### src/rtl/bridge_cfg_pkg.sv
package bridge_cfg_pkg;

  localparam int unsigned D_ID     = 0;
  localparam int unsigned D_CMD    = 1;
  localparam int unsigned D_CLASS  = 2;
  localparam int unsigned D_HDR    = 3;
  localparam int unsigned D_BUS    = 6;
  localparam int unsigned D_IOBL   = 7;
  localparam int unsigned D_MEMBL  = 8;
  localparam int unsigned D_PREFBL = 9;
  localparam int unsigned D_PBU    = 10;
  localparam int unsigned D_PLU    = 11;
  localparam int unsigned D_IOU    = 12;
  localparam int unsigned D_BCTL   = 15;

  localparam int unsigned WIN_SLOTS = 6;        // indices 7..12
  localparam logic [31:0] STATUS_CONST = 32'h00A0_0000;
  localparam logic [23:0] CLASS_BRIDGE = 24'h060400;
  localparam int unsigned BUS_RST_BIT  = 22;

  function automatic logic [31:0] lane_mask(input logic [3:0] be);
    logic [31:0] m;
    for (int i = 0; i < 4; i++) m[8*i +: 8] = {8{be[i]}};
    return m;
  endfunction

  function automatic logic [31:0] merge_write(input logic [31:0] old_v,
                                              input logic [31:0] wd,
                                              input logic [3:0]  be,
                                              input logic [31:0] wmask);
    logic [31:0] m;
    m = wmask & lane_mask(be);
    return (old_v & ~m) | (wd & m);
  endfunction

  // does a write with these byte enables touch a window-shaping register
  function automatic logic touches_window(input logic [31:0] idx,
                                          input logic [3:0]  be);
    logic hit;
    hit = 1'b0;
    if (idx == D_CMD || idx == D_IOBL) hit = |be[1:0];
    else if (idx >= D_MEMBL && idx <= D_IOU) hit = |be;
    else if (idx == D_BCTL) hit = |be[3:2];
    return hit;
  endfunction

  function automatic logic [31:0] win_wmask(input int unsigned slot,
                                            input logic io32,
                                            input logic pref64);
    case (slot)
      0:       return 32'h0000_F0F0;
      1, 2:    return 32'hFFF0_FFF0;
      3, 4:    return pref64 ? 32'hFFFF_FFFF : 32'h0;
      5:       return io32 ? 32'hFFFF_FFFF : 32'h0;
      default: return 32'h0;
    endcase
  endfunction

  function automatic logic [31:0] win_reset(input int unsigned slot,
                                            input logic fwd_off);
    case (slot)
      0:       return fwd_off ? 32'h0000_00F0 : 32'h0;
      1, 2:    return fwd_off ? 32'h0000_FFF0 : 32'h0;
      default: return 32'h0;
    endcase
  endfunction

endpackage

### src/rtl/bridge_cfg_slot.sv
module bridge_cfg_slot #(
  parameter int unsigned INDEX = 0,
  parameter logic [31:0] WMASK = 32'h0,
  parameter logic [31:0] RVAL  = 32'h0
) (
  input  logic        clk,
  input  logic        rst_n,
  input  logic        wr,
  input  logic [31:0] idx,
  input  logic [3:0]  be,
  input  logic [31:0] wdata,
  output logic [31:0] q
);
  import bridge_cfg_pkg::*;

  logic sel;
  assign sel = wr && (idx == INDEX);

  always_ff @(posedge clk) begin
    if (!rst_n)   q <= RVAL;
    else if (sel) q <= merge_write(q, wdata, be, WMASK);
  end
endmodule

### src/rtl/bridge_cfg_win.sv
module bridge_cfg_win #(
  parameter logic IO_32   = 1'b1,
  parameter logic PREF_64 = 1'b1,
  parameter logic FWD_OFF = 1'b0
) (
  input  logic        clk,
  input  logic        rst_n,
  input  logic        wr,
  input  logic [31:0] idx,
  input  logic [3:0]  be,
  input  logic [31:0] wdata,
  output logic [bridge_cfg_pkg::WIN_SLOTS-1:0][31:0] win_q
);
  import bridge_cfg_pkg::*;

  for (genvar s = 0; s < WIN_SLOTS; s++) begin : g_slot
    bridge_cfg_slot #(
      .INDEX(D_IOBL + s),
      .WMASK(win_wmask(s, IO_32, PREF_64)),
      .RVAL (win_reset(s, FWD_OFF))
    ) u_slot (
      .clk(clk), .rst_n(rst_n), .wr(wr), .idx(idx), .be(be),
      .wdata(wdata), .q(win_q[s])
    );
  end
endmodule

### src/rtl/bridge_cfg_ctl.sv
module bridge_cfg_ctl (
  input  logic        clk,
  input  logic        rst_n,
  input  logic        wr,
  input  logic [31:0] idx,
  input  logic [3:0]  be,
  input  logic [31:0] wdata,
  output logic [31:0] cmd_q,
  output logic [31:0] bus_q,
  output logic [31:0] bctl_q,
  output logic        bus_rst_bit,
  output logic        rst_rise,
  output logic        sec_rst_pulse
);
  import bridge_cfg_pkg::*;

  localparam logic [31:0] CMD_WMASK  = 32'h0000_0147;
  localparam logic [31:0] BUS_WMASK  = 32'hFFFF_FFFF;
  localparam logic [31:0] BCTL_WMASK = 32'h004F_00FF;

  bridge_cfg_slot #(.INDEX(D_CMD), .WMASK(CMD_WMASK), .RVAL(32'h0)) u_cmd (
    .clk(clk), .rst_n(rst_n), .wr(wr), .idx(idx), .be(be),
    .wdata(wdata), .q(cmd_q));

  bridge_cfg_slot #(.INDEX(D_BUS), .WMASK(BUS_WMASK), .RVAL(32'h0)) u_bus (
    .clk(clk), .rst_n(rst_n), .wr(wr), .idx(idx), .be(be),
    .wdata(wdata), .q(bus_q));

  bridge_cfg_slot #(.INDEX(D_BCTL), .WMASK(BCTL_WMASK), .RVAL(32'h0)) u_bctl (
    .clk(clk), .rst_n(rst_n), .wr(wr), .idx(idx), .be(be),
    .wdata(wdata), .q(bctl_q));

  logic [31:0] bctl_next;
  assign bus_rst_bit = bctl_q[BUS_RST_BIT];
  assign bctl_next   = merge_write(bctl_q, wdata, be, BCTL_WMASK);
  assign rst_rise    = wr && (idx == D_BCTL) && !bus_rst_bit
                       && bctl_next[BUS_RST_BIT];

  always_ff @(posedge clk) begin
    if (!rst_n) sec_rst_pulse <= 1'b0;
    else        sec_rst_pulse <= rst_rise;
  end
endmodule

### src/rtl/bridge_cfg_bank.sv
module bridge_cfg_bank #(
  parameter int unsigned ADDR_W    = 6,
  parameter logic [15:0] VENDOR_ID = 16'hABCD,
  parameter logic [15:0] DEVICE_ID = 16'h0042,
  parameter logic [7:0]  REV_ID    = 8'h00,
  parameter logic        MULTI_FN  = 1'b0,
  parameter logic        IO_32     = 1'b1,
  parameter logic        PREF_64   = 1'b1,
  parameter logic        FWD_OFF   = 1'b0
) (
  input  logic              clk,
  input  logic              rst_n,
  input  logic              cfg_wr,
  input  logic              cfg_rd,
  input  logic [ADDR_W-1:0] cfg_addr,
  input  logic [3:0]        cfg_be,
  input  logic [31:0]       cfg_wdata,
  output logic [31:0]       cfg_rdata,
  output logic              remap_stb,
  output logic              sec_rst_pulse
);
  import bridge_cfg_pkg::*;

  localparam logic [3:0]  IO_TYPE   = {3'b000, IO_32};
  localparam logic [3:0]  PREF_TYPE = {3'b000, PREF_64};
  localparam logic [31:0] IOBL_RO   = STATUS_CONST | {20'h0, IO_TYPE, 4'h0, IO_TYPE};
  localparam logic [31:0] PREF_RO   = {12'h0, PREF_TYPE, 12'h0, PREF_TYPE};
  localparam logic [31:0] HDR_RO    = {8'h00, MULTI_FN, 7'h01, 16'h0000};

  logic [31:0] idx;
  assign idx = 32'(cfg_addr);

  // named internal events, observed by the bound checker
  logic win_hit;
  logic bus_rst_bit;
  logic rst_rise;
  assign win_hit = cfg_wr && touches_window(idx, cfg_be);

  logic [WIN_SLOTS-1:0][31:0] win_q;
  logic [31:0] cmd_q, bus_q, bctl_q;

  bridge_cfg_win #(.IO_32(IO_32), .PREF_64(PREF_64), .FWD_OFF(FWD_OFF)) u_win (
    .clk(clk), .rst_n(rst_n), .wr(cfg_wr), .idx(idx), .be(cfg_be),
    .wdata(cfg_wdata), .win_q(win_q));

  bridge_cfg_ctl u_ctl (
    .clk(clk), .rst_n(rst_n), .wr(cfg_wr), .idx(idx), .be(cfg_be),
    .wdata(cfg_wdata), .cmd_q(cmd_q), .bus_q(bus_q), .bctl_q(bctl_q),
    .bus_rst_bit(bus_rst_bit), .rst_rise(rst_rise),
    .sec_rst_pulse(sec_rst_pulse));

  logic [31:0] rd_mux;
  always_comb begin
    case (idx)
      D_ID:     rd_mux = {DEVICE_ID, VENDOR_ID};
      D_CMD:    rd_mux = cmd_q | STATUS_CONST;
      D_CLASS:  rd_mux = {CLASS_BRIDGE, REV_ID};
      D_HDR:    rd_mux = HDR_RO;
      D_BUS:    rd_mux = bus_q;
      D_IOBL:   rd_mux = win_q[0] | IOBL_RO;
      D_MEMBL:  rd_mux = win_q[1];
      D_PREFBL: rd_mux = win_q[2] | PREF_RO;
      D_PBU:    rd_mux = win_q[3];
      D_PLU:    rd_mux = win_q[4];
      D_IOU:    rd_mux = win_q[5];
      D_BCTL:   rd_mux = bctl_q;
      default:  rd_mux = 32'h0;
    endcase
  end

  always_ff @(posedge clk) begin
    if (!rst_n) begin
      cfg_rdata <= 32'h0;
      remap_stb <= 1'b0;
    end else begin
      remap_stb <= win_hit;
      if (cfg_rd) cfg_rdata <= rd_mux;
    end
  end
endmodule

### config.mk
export PLATFORM = sky130hd
export DESIGN_NAME = bridge_cfg_bank
export DESIGN_NICKNAME = d
export VERILOG_FILES = /design/src/rtl/bridge_cfg_pkg.sv /design/src/rtl/bridge_cfg_slot.sv /design/src/rtl/bridge_cfg_win.sv /design/src/rtl/bridge_cfg_ctl.sv /design/src/rtl/bridge_cfg_bank.sv
export SDC_FILE = /design/constraint.sdc
export NUM_CORES = 1
export LEC_CHECK = 0
export BUFFER_PORTS_ARGS = -buffer_cell sky130_fd_sc_hd__buf_4
export CAP_MARGIN = 30
export CORE_MARGIN = 8
export CORE_UTILIZATION = 50
export CTS_CLUSTER_DIAMETER = 80
export DETAILED_ROUTE_END_ITERATION = 6
export PLACE_DENSITY = 0.65
export SLEW_MARGIN = 20
export SYNTH_ARGS = -nofsm -noshare
export SYNTH_HDL_FRONTEND = slang
export SYNTH_HIERARCHICAL = 1
export SYNTH_SLANG_ARGS = --single-unit
### constraint.sdc
create_clock -name clk -period 3.89 [get_ports clk]
set_input_delay 1.167 -clock clk [delete_from_list [all_inputs] [get_ports clk]]
set_output_delay 1.167 -clock clk [all_outputs]
set_load 0.05 [all_outputs]
# ---- Word-level counts from Yosys, hierarchy flattened
# Index checks and enable logic that the tools add are counted.
dict set report word_totals {
  regBits 322
  input_bits 46
  out_inout_bits 34
  word_cells 76
}
dict set report op_classes {
  order_cmp 2
  eq_ne 11
  muxes 4
  n_bitwise 28
  reduce_logical 19
}
# operator count
set op_table {}
lappend op_table {{$pmux 32 s12} 1}
lappend op_table {{$and 32x32->32} 11}
lappend op_table {{$or 32x32->32} 9}
lappend op_table {{$not 32->32} 2}
lappend op_table {{$eq 6x4->1 const B} 6}
lappend op_table {{$and 32x16->32} 1}
lappend op_table {{$and 32x23->32} 1}
lappend op_table {{$and 32x9->32} 1}
lappend op_table {{$logic_not 32->1} 1}
lappend op_table {{$not 16->32} 1}
lappend op_table {{$not 23->32} 1}
lappend op_table {{$not 9->32} 1}
lappend op_table {{$logic_and 1x1->1} 13}
lappend op_table {{$eq 6x2->1 const B} 2}
lappend op_table {{$eq 6x3->1 const B} 2}
lappend op_table {{$eq 6x1->1 const B} 1}
lappend op_table {{$ge 6x4->1 const B} 1}
lappend op_table {{$le 6x4->1 const B} 1}
lappend op_table {{$reduce_or 2->1} 2}
lappend op_table {{$reduce_or 4->1} 1}
lappend op_table {{$mux 1} 3}
lappend op_table {{$logic_not 1->1} 1}
lappend op_table {{$logic_or 1x1->1} 1}

# ---- Longest topological paths before layout
# Gate-level depths: netlist of the first run.
dict set report depth {
  word_depth 5
  ltp_mapped 9
  depth_no_buf 5
}

# ---- Cells and area by module
# Netlist of the first run, hierarchy kept.
# mod n_inst cells_each area_per_inst_um2 seq_area_each_um2
set by_module_without_submodules {}
lappend by_module_without_submodules {{bridge_cfg_slot at u_ctl.u_bus ...} 3 155 1417.6 640.6}
lappend by_module_without_submodules {bridge_cfg_bank 1 432 3384.5 660.6}
lappend by_module_without_submodules {{bridge_cfg_slot at u_win.g_slot[4].u_slot} 1 155 1550.2 640.6}
lappend by_module_without_submodules {{bridge_cfg_slot at u_win.g_slot[2].u_slot} 1 130 1229.9 480.5}
lappend by_module_without_submodules {{bridge_cfg_slot at u_win.g_slot[1].u_slot} 1 130 1171.1 480.5}
lappend by_module_without_submodules {{bridge_cfg_slot at u_ctl.u_bctl} 1 90 818.3 260.2}
lappend by_module_without_submodules {{bridge_cfg_slot at u_win.g_slot[0].u_slot} 1 74 650.6 160.2}
lappend by_module_without_submodules {{bridge_cfg_slot at u_ctl.u_cmd} 1 64 523.0 100.1}
lappend by_module_without_submodules {bridge_cfg_ctl 1 17 157.7 20.0}

# ---- Worst setup path after synthesis of the first run
# Ideal clock, no wire load.
dict set report synth_path {
  path_type {input port to flip-flop}
  startpoint {in cfg_addr[4]}
  endpoint {reg with a tool-made name}
  setup_ns 0.072
  arrival_ns 2.561
  slack_ns 1.258
  path_stages 4
  n_path_buf 0
  path_cell_list {nor4_1 -> nand4_2 -> nor4_4 -> mux2i_1}
}
# element line_no
set synth_lines {}
lappend synth_lines {{from (decl)} bridge_cfg_bank.sv:15} ;# input logic [ADDR_W-1:0] cfg_addr,

# ---- Worst setup path after layout of the first run
dict set report layout_path {
  startpoint {in cfg_addr[1]}
  endpoint {reg cfg_rdata[3]}
}
dict set report layout_via {
  elab_chain_len 2
  word_cells_on_any_way 13
}
# element line_no
set layout_rtl {}
lappend layout_rtl {{$logic_not 32->1, or another cell as far along} bridge_cfg_bank.sv:54} ;# case (idx)
lappend layout_rtl {{$pmux 32 s12 (*)} bridge_cfg_bank.sv:54}
lappend layout_rtl {{to (signal assigned)} bridge_cfg_bank.sv:77} ;# if (cfg_rd) cfg_rdata <= rd_mux;
lappend layout_rtl {{to (decl)} bridge_cfg_bank.sv:18} ;# output logic [31:0] cfg_rdata,
# Mark *: on every way between the ends. The rest lies on a longest branch, timed or not.
# A chain may end at the register's enable or synchronous reset.

==> summary.md, run 1 <==
| Metric | Value |
|---|---|
| Grt ovf | `0` |
| Leakage | `6.53 nW` |
| Unrepaired setup endpoints after global routing | `false` |
| Startpoint Class | `input port` |
| Max Transition Viols Final | `0` |
| Worst Path Max Fanout | `35` |
| WS Path Type | `input port to register` |
| Global-route wire length before repair | `61400 µm` |
| Final ANT Viol Nets | `0` |
| Slew @ Worst Pin | `806 ps` |
| GR Util All Layers | `0.232` |
| Vias in the first global route | `11000` |
| Core Region | `0.0269 mm²` |
| Via-per-instance ratio | `5.20` |
| Sink Count | `236` |
| H-tree depth | `1` |
| CTS Root Cell | `clkbuf_16` |
| Residual DRC | `0` |
| Syn Inst Count | `1547` |
| Req. time, crit path | `4350 ps` |
| Dpl cell area | `0.0154 mm²` |
| Fin area | `0.0163 mm²` |
| Via count | `11600` |
| CP peak stage delay | `740 ps` |
| Iter 0 DRT Violations | `748` |
| Avg WL per Cell | `17.6 µm` |
| Syn Area/Cell | `8.83 µm²` |
| # rows | `60` |
| Critical-path top delay cell | `or4b_1` |
| Initial core utilization | `0.508` |
| Mapped Area | `0.0137 mm²` |
| Worst-Skew Late Latency | `550 ps` |
| Chip Height | `181 µm` |
| Crit share post-route | `0.704` |
| Worst Path Arrival | `3200 ps` |
| Post-CTS Setup Inserts | `0` |
| Max_slew headroom | `0.459` |
| Sum Neg Setup Slack | `0 ps` |
| Worst Setup End Kind | `register` |
| Final setup fails | `0` |
| Initial antenna violation count | `3` |
| CTS tree | `built` |
| Layout cell share with drive strength beyond 1 | `0.137` |
| Hold Path Class | `register to register` |
| CTS clock-pin slew for the worst setup and hold paths | `60 ps` |
| TritonCTS Buffers | `26` |
| Syn-to-layout area delta | `19.2%` |
| Final hold vios | `0` |
| CP cell instances | `buf_4 -> or4b_1 -> nor3_4 -> buf_4 -> o2bb2ai_1 -> a221oi_1 -> a21oi_1` |
| Synth Warn # | `6` |
| Tmin final | `2740 ps` |
| Status | `finished clean` |
| CTS resizes | `0` |
| Post-layout power | `5.42 mW` |
| TritonRoute pass-1 iters | `5` |
| Dpl ws | `636 ps` |
| Die W | `181 µm` |
| Ports | `80` |
| Clock skew | `22.0 ps` |
| Fin worst setup slack | `1150 ps` |
| VDD IR max | `0.257 mV` |
| Final RePlAce weighted congestion | `0.810` |
| Buffer depth of the longest clock path | `3` |
| Power per standard cell area | `333 mW/mm²` |
| CP dominant cell by count | `buf_4` |
| Hold bufs inserted after CTS | `0` |
| Die Area | `0.0329 mm²` |
| Dpl hpwl | `26900 µm` |
| Largest net degree at the start of global routing | `97` |
| MaxCap Viol Count | `0` |
| Max Freq | `365 MHz` |
| WL final | `39100 µm` |
| Worst hold margin | `456 ps` |
| NumNets Final | `1909` |
| # port buffers | `79` |
| Fill count | `2403` |
-- layout by cell type, fill, tap and decap left out, types with 9 or more instances in the layout --
master and count:
buf_4 120, a31oi_1 21, a22oi_1 29, a22o_1 13, nor4b_1 17, or3_1 9, dfxtp_1 236, a221oi_1 27
nand2_1 419, nand4_2 12, nor2b_1 35, o21ai_0 33, clkbuf_16 26, nor2_1 38, inv_1 27, nor4_4 35
clkbuf_8 9, nor4_1 34, nor4_2 13, a21oi_1 20, o21bai_1 14, mux2i_1 249, conb_1 338
-- path summary, 6_finish.rpt --
path                                                  from  cells past startpoint                    endpoint  slack [ps]
worst max-delay path                           cfg_addr[1]                      7   cfg_rdata[3]$_SDFFE_PN0P_        1150
worst min-delay path                              register                      2                    register         460
worst max register to register  cfg_rdata[21]$_SDFFE_PN0P_                      4  cfg_rdata[21]$_SDFFE_PN0P_        2450
worst min register to register                    register                      2                    register         460
-- through the flow --
stage / util / cells
after floorplan: - / 1879
after global placement: 0.573 / 2176
after detailed placement: 0.573 / 2176
after CTS: 0.606 / 2222
after global routing: 0.606 / 2225
final: 0.606 / 2225
-- final cells by class --
class	instances	area, µm²	share of cell area
multi-input combinational	1439	9000	0.553
tap	341	427	0.0262
sequential	236	4720	0.290
clock inverter	6	91.3	0.00561
timing repair buffer	128	1060	0.0648
inverter	32	189	0.0116
clock buffer	40	793	0.0487
antenna	3	7.51	0.000461
-- layer usage --
metal | track usage | part of all wire | wire (µm)
met1 | 0.316 | 0.47 | 18500
met2 | 0.376 | 0.45 | 17800
met3 | 0.0329 | 0.050 | 1980
met4 | 0.0663 | 0.023 | 914
met5 | 0 | 0 | 0
-- where the power goes --
part / switching, mW / internal [mW]
sequential: 0.000587 / 2.42
clock: 1.01 / 1.53
combinational: 0.320 / 0.144
total: 1.33 / 4.09
-- critical path: cells and delay by family --
kind / cells / cell delay (ps)
and+or+nand+nor: 2 / 1000
buffers and inverters: 2 / 650
AOI/OAI and AO/OA: 3 / 350
(Power assumes the default switching activity.)
==> run 2, diff against run 1 <==
--- a/config.mk
+++ b/config.mk
@@ -5,6 +5,7 @@
 export SDC_FILE = /design/constraint.sdc
 export NUM_CORES = 1
 export LEC_CHECK = 0
+export ABC_AREA = 1
 export BUFFER_PORTS_ARGS = -buffer_cell sky130_fd_sc_hd__buf_4
 export CAP_MARGIN = 30
 export CORE_MARGIN = 8
==> constraint.sdc (replaced) <==
create_clock -name clk -period 2.65 [get_ports clk]
set_input_delay 0.795 -clock clk [delete_from_list [all_inputs] [get_ports clk]]
set_output_delay 0.795 -clock clk [all_outputs]
set_load 0.05 [all_outputs]
==> run 2 against run 1 <==
  * Routed wire length grew 53%
  * Global-route usage grew 5.7 points
  * Clock skew grew 2.3 ps
  * First-iteration DRC count grew to 3.0 times the previous value
  * Design area grew 25%
  * Register-to-register slack lost 950 ps
  * Setup slack lost 590 ps
  * Count of clock-buffer cells in the layout grew 1
  * Flip-flop and latch count is the same
  * Via count grew 61%
  * Synthesized cell count grew 94%
  * Largest power group unchanged
  * Highest routed layer unchanged
==> summary.md, run 2 <==
| Metric | Value |
|---|---|
| Status | `finished clean` |
| Final setup fails | `0 (unchanged)` |
| Post-layout power | `8.72 mW (+61%)` |
| Leakage | `11.1 nW (+70%)` |
| Worst Setup End Kind | `output port` |
| GR Util All Layers | `0.289 (+0.0569)` |
| CTS resizes | `0 (unchanged)` |
| Sum Neg Setup Slack | `0 ps (unchanged)` |
| Tmin final | `2090 ps` |
| CTS clock-pin slew for the worst setup and hold paths | `60 ps (about the same)` |
| WS Path Type | `register to output port` |
| Worst Path Arrival | `1290 ps (-1910 ps)` |
| Unrepaired setup endpoints after global routing | `false` |
| Max Freq | `479 MHz` |
| Die Area | `0.0405 mm² (+23%)` |
| Critical-path top delay cell | `dfxtp_1` |
| VDD IR max | `0.444 mV (+73%)` |
| Reg area | `0.00472 mm² (unchanged)` |
| Avg WL per Cell | `15.3 µm (-13%)` |
| Sink Count | `236 (unchanged)` |
| Max Transition Viols Final | `0 (unchanged)` |
| Final RePlAce weighted congestion | `0.912 (+13%)` |
| Largest net degree at the start of global routing | `84 (-13%)` |
| CP peak stage delay | `490 ps (-250 ps)` |
| Synth Warn # | `6 (unchanged)` |
| Buffer depth of the longest clock path | `3 (unchanged)` |
| Final ANT Viol Nets | `0 (unchanged)` |
| Power per standard cell area | `427 mW/mm² (+28%)` |
| # port buffers | `79 (unchanged)` |
| Grt ovf | `0 (unchanged)` |
| Initial antenna violation count | `1 (-2)` |
| Worst Path Max Fanout | `2 (-94%)` |
| H-tree depth | `1 (unchanged)` |
| Iter 0 DRT Violations | `2226 (+200%)` |
| Commonest non-fill, non-tap cell in the layout | `nand2_1` |
| Via count | `18600 (+61%)` |
| Most frequent cells in the layout | `nand2_1, nor2_1, inv_1` |
| CTS tree | `built` |
| # rows | `68 (+13%)` |
| Hold Path Class | `register to register` |
| Syn Area/Cell | `5.72 µm² (-35%)` |
| Crit share post-route | `0.789` |
| Post-route insts no fill | `3915 (+76%)` |
| Residual DRC | `0 (unchanged)` |
| CP cell instances | `buf_4` |
| Req. time, crit path | `1860 ps (-2490 ps)` |
| Final hold vios | `0 (unchanged)` |
| Family with the most delay on the worst path | `flip-flops` |
| CTS Root Cell | `clkbuf_16` |
| Vias in the first global route | `16700 (+51%)` |
| Post-CTS Setup Inserts | `0 (unchanged)` |
| Startpoint Class | `register` |
| Syn-to-layout area delta | `19.1% (about the same)` |
| TritonRoute pass-1 iters | `5 (unchanged)` |
| WP buf/inv | `1 (-1)` |
| Initial core utilization | `0.502 (-0.00686)` |
| Chip Height | `201 µm (+11%)` |
| Die W | `201 µm (+11%)` |
| Hold bufs inserted after CTS | `0 (unchanged)` |
| Syn Inst Count | `2999 (+94%)` |
| Max_slew headroom | `0.603 (+0.145)` |
| Core Region | `0.0342 mm² (+27%)` |
| Fill count | `3502 (+46%)` |
| TritonCTS Buffers | `28 (+7.7%)` |
| Clock skew | `24.2 ps (+2.25 ps)` |
| Slew @ Worst Pin | `593 ps (-213 ps)` |
| Dpl hpwl | `39600 µm (+47%)` |
| Area of the multi-input gates | `0.0107 mm² (+19%)` |
| Worst-Skew Late Latency | `560 ps (about the same)` |
| Placed Instances | `3864 (+78%)` |
| MaxCap Viol Count | `0 (unchanged)` |
| Via-per-instance ratio | `4.75 (-8.7%)` |
| Final Util | `0.597 (-0.00861)` |
| Mapped Area | `0.0172 mm² (+26%)` |
| Layout cell share with drive strength beyond 1 | `0.0734 (-0.0632)` |
| NumNets Final | `3485 (+83%)` |
| WL final | `60100 µm (+53%)` |
| Ports | `80 (unchanged)` |
| Global-route wire length before repair | `93400 µm (+52%)` |
==> run 2: cell count changes in the layout (fill, tap and decap cells not counted), moves of 76 or more <==
cell,delta
inv_1,+547
nor2_1,+538
nand2_1,+311
nand4_1,+260
mux2i_1,-249
nand3_1,+187
conb_1,+176
a21oi_1,+76
==> run 2: per-layer routing <==
layer  up-vias  routed length [µm]  global-route usage
met1      8134               25200               0.390
met2       871               26200               0.457
met5         -                   0                   0
met4         0                1850               0.102
met3       109                6810              0.0531
li1       9475                   -                   -
==> run 2: report_power, final <==
part / switching [mW] / total [mW] / internal [mW]
sequential: 0.00600 / 3.56 / 3.55
combinational: 0.694 / 0.946 / 0.252
clock: 1.60 / 4.21 / 2.62
total: 2.30 / 8.72 / 6.42
==> run 2: through the flow <==
| stage | setup slack (ps) | hold slack [ps] | instance area (µm²) |
|---|---|---|---|
| 4_1_cts | 587 | 467 | 20400 |
| 3_3_place_gp | 122 | 457 | 19400 |
| 6_report | 560 | 463 | 20400 |
| 2_1_floorplan | 787 | 452 | 19100 |
| 3_5_place_dp | 152 | 457 | 19400 |
| 5_1_grt | 555 | 497 | 20400 |
==> run 2: worst register-to-register path: stages (launching register included) <==
cell,delay [ps]
dfxtp_1,320
nand3_1,80
nand2_1,60
nor2_1,160
nand3_1,210
nand2_1,120
a21oi_1,60
==> run 2: path summary, 6_finish.rpt <==
check | startpoint | to | slack, ps | cells past startpoint
max | cfg_rdata[10]$_SDFFE_PN0P_ | cfg_rdata[10] | 560 | 1
min | cfg_rdata[30]$_SDFFE_PN0P_ | cfg_rdata[30]$_SDFFE_PN0P_ | 460 | 2
max reg2reg | register | cfg_rdata[13]$_SDFFE_PN0P_ | 1500 | 6
min reg2reg | cfg_rdata[30]$_SDFFE_PN0P_ | cfg_rdata[30]$_SDFFE_PN0P_ | 460 | 2
==> run 2: cell type report <==
cell class | count | area share
clock buffers | 41 | 0.0421
repair buffers | 126 | 0.0599
diodes | 1 | 0.000122
multi-input cells | 2464 | 0.525
inverters | 583 | 0.107
well taps | 455 | 0.0279
flip-flops and latches | 236 | 0.231
clock inverters | 9 | 0.00710
